### src/rtl/rtc_irq_pkg.sv
package rtc_irq_pkg;
    localparam int FLD_W    = 8;
    localparam int NUM_FLD  = 3;
    localparam int NUM_CORE = 3;
    localparam int SRC_PER  = 0;
    localparam int SRC_ALM  = 1;
    localparam int SRC_UPD  = 2;
    localparam logic [1:0] WILD_TAG = 2'b11;
endpackage

### src/rtl/rtc_alarm_cmp.sv
module rtc_alarm_cmp
    import rtc_irq_pkg::*;
#(
    parameter int W    = FLD_W,
    parameter int NFLD = NUM_FLD
) (
    input  logic [NFLD*W-1:0] time_i,
    input  logic [NFLD*W-1:0] alarm_i,
    output logic              match_o
);
    logic [NFLD-1:0] fld_ok;

    for (genvar g = 0; g < NFLD; g++) begin : g_fld
        logic [W-1:0] t_f, a_f;
        assign t_f = time_i[g*W +: W];
        assign a_f = alarm_i[g*W +: W];
        // wildcard when the two top bits of the alarm field are both set
        assign fld_ok[g] = (a_f[W-1 -: 2] == WILD_TAG) || (a_f == t_f);
    end

    assign match_o = &fld_ok;
endmodule

### src/rtl/rtc_irq_summary.sv
module rtc_irq_summary #(
    parameter int N = 6
) (
    input  logic [N-1:0] flag_i,
    input  logic [N-1:0] en_i,
    output logic         pend_o
);
    assign pend_o = |(flag_i & en_i);
endmodule

### src/rtl/rtc_irq_ctrl.sv
module rtc_irq_ctrl
    import rtc_irq_pkg::*;
#(
    parameter int NUM_EXT = 3,
    localparam int NSRC   = NUM_CORE + NUM_EXT
) (
    input  logic               clk,
    input  logic               rst_n,
    input  logic               per_tick_i,
    input  logic               sec_tick_i,
    input  logic [NUM_EXT-1:0] ext_evt_i,
    input  logic [FLD_W-1:0]   tm_hr_i,
    input  logic [FLD_W-1:0]   tm_min_i,
    input  logic [FLD_W-1:0]   tm_sec_i,
    input  logic [FLD_W-1:0]   al_hr_i,
    input  logic [FLD_W-1:0]   al_min_i,
    input  logic [FLD_W-1:0]   al_sec_i,
    input  logic               en_we_i,
    input  logic [NSRC-1:0]    en_wdata_i,
    input  logic               stat_rd_i,
    output logic [NSRC:0]      stat_rdata_o,
    output logic               irq_n_o,
    output logic               irq_oe_o
);
    typedef struct packed {
        logic [NSRC-1:0] flag;
        logic [NSRC-1:0] en;
    } irq_state_t;

    irq_state_t      st_d, st_q;
    logic [NSRC-1:0] flag_q, en_q, set_vec;
    logic            alm_hit, pend;

    rtc_alarm_cmp #(.W(FLD_W), .NFLD(NUM_FLD)) u_alarm (
        .time_i  ({tm_hr_i, tm_min_i, tm_sec_i}),
        .alarm_i ({al_hr_i, al_min_i, al_sec_i}),
        .match_o (alm_hit)
    );

    assign flag_q = st_q.flag;
    assign en_q   = st_q.en;

    rtc_irq_summary #(.N(NSRC)) u_sum (
        .flag_i (flag_q),
        .en_i   (en_q),
        .pend_o (pend)
    );

    always_comb begin
        set_vec          = '0;
        set_vec[SRC_PER] = per_tick_i;
        set_vec[SRC_ALM] = sec_tick_i & alm_hit;
        set_vec[SRC_UPD] = sec_tick_i;
        set_vec[NUM_CORE +: NUM_EXT] = ext_evt_i;

        st_d = st_q;
        if (stat_rd_i) begin
            st_d.flag = '0;
        end
        // a new event wins over the clear of a simultaneous read
        st_d.flag = st_d.flag | set_vec;
        if (en_we_i) begin
            st_d.en = en_wdata_i;
        end
    end

    always_ff @(posedge clk or negedge rst_n) begin
        if (!rst_n) begin
            st_q <= '0;
        end else begin
            st_q <= st_d;
        end
    end

    assign stat_rdata_o = {pend, flag_q};
    assign irq_oe_o     = pend;
    assign irq_n_o      = ~pend;
endmodule

### config.mk
export PLATFORM = sky130hd
export DESIGN_NAME = rtc_irq_ctrl
export DESIGN_NICKNAME = d
export VERILOG_FILES = /design/src/rtl/rtc_irq_pkg.sv /design/src/rtl/rtc_alarm_cmp.sv /design/src/rtl/rtc_irq_summary.sv /design/src/rtl/rtc_irq_ctrl.sv
export SDC_FILE = /design/constraint.sdc
export NUM_CORES = 1
export LEC_CHECK = 0
export CAP_MARGIN = 25
export CORE_MARGIN = 2
export CORE_UTILIZATION = 32
export CTS_CLUSTER_DIAMETER = 40
export DETAILED_ROUTE_END_ITERATION = 8
export MAX_ROUTING_LAYER = met4
export PLACE_DENSITY = 0.82
export SLEW_MARGIN = 20
export SYNTH_ARGS = -nofsm -noshare
export SYNTH_HDL_FRONTEND = slang
export SYNTH_SLANG_ARGS = --single-unit
### constraint.sdc
create_clock -name clk -period 2.4 [get_ports clk]
set_input_delay 0.24 -clock clk [delete_from_list [all_inputs] [get_ports clk]]
set_output_delay 0.24 -clock clk [all_outputs]
set_load 0.05 [all_outputs]
# Yosys cells after proc, flatten, opt, wreduce, memory -nomap -nowiden
# Index checks and enable logic that the tools add are counted.
# word_totals
ff_bits	12
input_bits	63
out_inout_bits	9
word_cells	18
# op_classes
eq_ne	6
mux	1
n_bitwise	4
n_reduce_logical	5
# ops
operator	n
== test 8 bit	3
AND 6 bit	1
== test 2 bit, second input constant	3
2-to-1 mux 6 bit	1
bitwise OR 6 bit	1
OR reduction 6 bit	1
logical OR 1 bit	3
AND reduction 3 bit	1
AND 1 bit	1
NOT 1 bit	1

# Depth between registers and ports, before layout
# depth
word_depth	5
depth_mapped	4

# Cells and area by module
# From an unflattened synthesis, not the netlist that was laid out.
# hier_totals
hier_cells	66
area_unflattened_um2	770.7
# by_module_without_submodules
module	n_inst	cells_each	area_each_um2	seq_area_each_um2
rtc_irq_ctrl	1	28	462.9	300.3
rtc_alarm_cmp	1	34	280.3	0.0
rtc_irq_summary	1	4	27.5	0.0

# Worst setup path before layout
# OpenSTA, ideal clock, no wires.
# synth_path
path_kind	flip-flop to output port
start	register st_q, in the netlist flag_q[3]
end	output irq_n_o
t_arrival_ns	1.766
slack_ns	0.394
stages_incl_launch_ff	4
cell_sequence	dfrtp_1 a22oi_1 nand3_1 inv_1
# synth_between
elab_chain_cells	3
# synth_lines
item	line_no	rtl
start: declaration	rtc_irq_ctrl.sv:30	irq_state_t st_d, st_q;
start signal: assignment	rtc_irq_ctrl.sv:71	st_q <= st_d;
AND 6 bit	rtc_irq_summary.sv:8	assign pend_o = |(flag_i & en_i);
OR reduction 6 bit	rtc_irq_summary.sv:8	
net irq_oe_o	rtc_irq_ctrl.sv:23	output logic irq_oe_o
NOT 1 bit	rtc_irq_ctrl.sv:77	assign irq_n_o = ~pend;
end: declaration	rtc_irq_ctrl.sv:22	output logic irq_n_o,
# The timed path passes the listed nets, and every way through them passes these cells.

# Worst setup path in the final report
# layout_path
start	register st_q, in the netlist flag_q[0]
end	output irq_n_o
# layout_between
elab_chain_cells	3
# layout_lines
item	line_no
AND 6 bit	rtc_irq_summary.sv:8
OR reduction 6 bit	rtc_irq_summary.sv:8
NOT 1 bit	rtc_irq_ctrl.sv:77
# No other way between the ends.

==> key figures <==
Final layout
  • Layout Nets: 204
  • Area growth, synth to finish: 103%
  • Layout cells sized above 1: 0.0786
  • Count of filler cells inserted in the layout: 179
  • Antenna diode count: 0

Critical path
  • Largest fanout on the critical path: 3
  • Kind of launch point of the worst setup path: register
  • Required time at the worst-slack endpoint: 2.16 ns
  • Arrival time worst endpoint: 1.87 ns
  • CP endpoint kind: primary output
  • Type of the setup path with the least slack: reg2out

STA
  • Unrepaired setup endpoints after global routing: no
  • Clock Skew: 0 ns
  • Ratio of final minimum period to clock period: 0.877
  • Shortest period the worst path allows: 2.11 ns
  • Final Hold Violating Endpoints: 0
  • Final number of setup-violating endpoints: 0
  • Highest achievable clock rate: 475 MHz
  • Worst slew margin relative to its limit: 0.645
  • Actual slew at the worst max-slew pin: 0.531 ns
  • Total negative setup slack: 0 ns
  • Final slew viol count: 0

Synth
  • Mux contribution to synthesized area: 0.0906
  • Dominant cell type by area after synthesis: sky130_fd_sc_hd__dfrtp_1
  • Largest family of logic cells by synthesized area: XOR/XNOR gates
  • Mean instance size in the synthesized netlist: 11.1 um^2
  • Count of cell types in the netlist: 12
  • Synthesized net count: 130
  • Register bit total from synthesis: 12
  • Xor-xnor portion of the synthesized cell area: 0.282
  • Number of warning messages in the yosys log: 0
  • Area share of fa/ha/maj cells after synthesis: 0
  • Register area share after synthesis: 0.403
  • Post-synthesis instance total: 67
  • Simple-gate portion of the synthesized area: 0.0621
  • Synth Area in Compound Gates: 0.133
  • Area share of the largest cell type after synthesis: 0.403
  • Synth Cell Area: 746 um^2
  • Most area-consuming cells after synthesis: sky130_fd_sc_hd__dfrtp_1 40%, sky130_fd_sc_hd__xor2_1 28%, sky130_fd_sc_hd__mux2_2 9.1%, sky130_fd_sc_hd__a22oi_1 6.0%, sky130_fd_sc_hd__a21o_1 5.0%

Clocking
  • Post-CTS Hold Fix Bufs: 0
  • Clock-pin transition on the worst setup and hold timing paths: 0.08 ns
  • CTS HTree Levels: 1
  • CTS Buf Count: 3
  • Clock latency on the worst-skew pair: 0.27 ns
  • Number of gates resized after cts: 0
  • Post-CTS Setup Repair Bufs: 0
  • Sink count of the clock tree: 12
  • CTS tree: done
  • CTS max path bufs: 2
  • Root buffer selected by CTS: sky130_fd_sc_hd__clkbuf_4

Placement
  • Count of port buffers added during placement: 71
  • DP HPWL: 1.84 mm
  • Final weighted congestion in routability-driven placement: 0.708

Global route
  • Combined global-route utilization of all metal layers: 0.159
  • Number of global-route vias before repair: 791
  • Top Usage Layer GRT: met2
  • Maximum number of pins on one net before global-route repair: 13
  • Wire length of the first global-routing pass: 3.16 mm
  • Met1 usage: 0.165
  • Aggregate global routing overflow: 0
  • M2 GR Usage: 0.289
  • Antenna violations before repair: 0
  • Grt met3 use: 0.0400

Detailed routing
  • Vias after detailed routing: 758
  • Routed WL: 1.99 mm
  • DRC violation count after routing: 0
  • First-pass iteration count of the detailed router: 5
  • Count of routing violations after the opening detailed-route iteration: 3
  • Via count normalized by instance count: 4.51
  • Detail-routed net length per standard cell: 11.9 um
  • DRT antenna net count: 0

Pwr
  • Cell leakage power: 0.636 nW
  • Overall power: 0.625 mW
  • IR Drop Worst-Case VDD: 0.405 mV
  • Power density cells: 412 mW/mm^2

Floorplanning
  • Placeable core region: 0.00221 mm^2
  • Effective utilization at floorplan: 0.337
  • Row count: 17
  • Number of ports placed on the die boundary: 72
  • Die outline area: 0.00273 mm^2
  • Die X: 52.3 um
  • Height of the die: 52.3 um

Job
  • Maximum capacitance violations: 0

Outcome
  • Outcome: complete, no violations

Worst hold path
  • Worst min-delay path class: in2async
[worst paths after layout]
check	from	to	slack, ns	cells past startpoint
hold / removal	rst_n	flag_q[4]	0.31	1
min in group clk	flag_q[3]	flag_q[3]	0.51	1
hold reg to reg	flag_q[3]	flag_q[3]	0.51	1
setup reg to reg	en_q[2]	en_q[2]	1.65	1
max in group asynchronous	rst_n	flag_q[0]	1.74	1
setup / recovery	flag_q[0]	irq_n_o	0.29	4
[cell families (layout without fill, tap and decap cells)]
kind of cell	after synthesis	in the layout
AO/OA/AOI/OAI	12	12
XOR/XNOR	24	24
buffers and inverters	5	78
flip-flops	12	12
multiplexers	6	6
AND/OR/NAND/NOR	8	8
[synthesized netlist by cell type (all sizes together)]
cell type	number
xor2	24
dfrtp	12
a22oi	6
mux2	6
nor4	6
a21o	5
inv	3
buf	1
clkbuf	1
nand2	1
nand3	1
o41ai	1
[state kept, by name (all words and copies together) (netlist names)]
name    count
en_q        6
flag_q      6
[power by group]
group          leakage, nW  total [mW]  switching [mW]  internal [mW]
registers            0.138       0.228         0.00956          0.218
clock network       0.0210       0.159          0.0668         0.0922
logic                0.477       0.238          0.0958          0.142
total                0.636       0.625           0.172          0.452
[cell usage in the layout, fill, tap and decap left out]
cell,instances
sky130_fd_sc_hd__a21o_1,5
sky130_fd_sc_hd__a22oi_1,6
sky130_fd_sc_hd__mux2_2,6
sky130_fd_sc_hd__clkbuf_8,1
sky130_fd_sc_hd__xor2_1,24
sky130_fd_sc_hd__nand3_1,1
sky130_fd_sc_hd__clkdlybuf4s50_1,71
sky130_fd_sc_hd__o41ai_2,1
sky130_fd_sc_hd__dfrtp_1,12
sky130_fd_sc_hd__clkbuf_4,3
sky130_fd_sc_hd__nor4_1,6
sky130_fd_sc_hd__nand2_1,1
sky130_fd_sc_hd__inv_1,3
[layer usage]
metal  routed length, um  share of wire
met5                   0              0
met1                 722           0.36
met4                   0              0
met2                1160           0.58
met3                 110          0.055
[critical path, cell delays in order, from the launching register on]
cell and delay (ns):
sky130_fd_sc_hd__dfrtp_1 0.40, sky130_fd_sc_hd__a22oi_1 0.19, sky130_fd_sc_hd__nand3_1 0.14, sky130_fd_sc_hd__inv_1 0.07
sky130_fd_sc_hd__clkdlybuf4s50_1 0.79
[metrics by stage]
| stage | setup slack [ns] | std cells | area (um^2) | util | hold slack, ns |
|---|---|---|---|---|---|
| finish | 0.294 | 168 | 1520 | 0.686 | 0.314 |
| global route | 0.166 | 168 | 1520 | 0.686 | 0.339 |
| CTS | 0.283 | 168 | 1520 | 0.686 | 0.328 |
| detailed placement | 0.580 | 164 | 1480 | 0.669 | 0.500 |
| global placement | 0.605 | 164 | 1480 | 0.669 | 0.486 |
| floorplan | 0.394 | 67 | 746 | - | -0.0556 |
[final cells by class]
type / count / area (um^2) / share of cell area
clock buffer: 4 / 36.3 / 0.0239
inverter: 3 / 11.3 / 0.00743
multi-input combinational: 50 / 423 / 0.279
sequential: 12 / 300 / 0.198
tap: 28 / 35.0 / 0.0231
timing repair buffer: 71 / 711 / 0.469
Note: power is estimated with default switching activity, not from simulation.
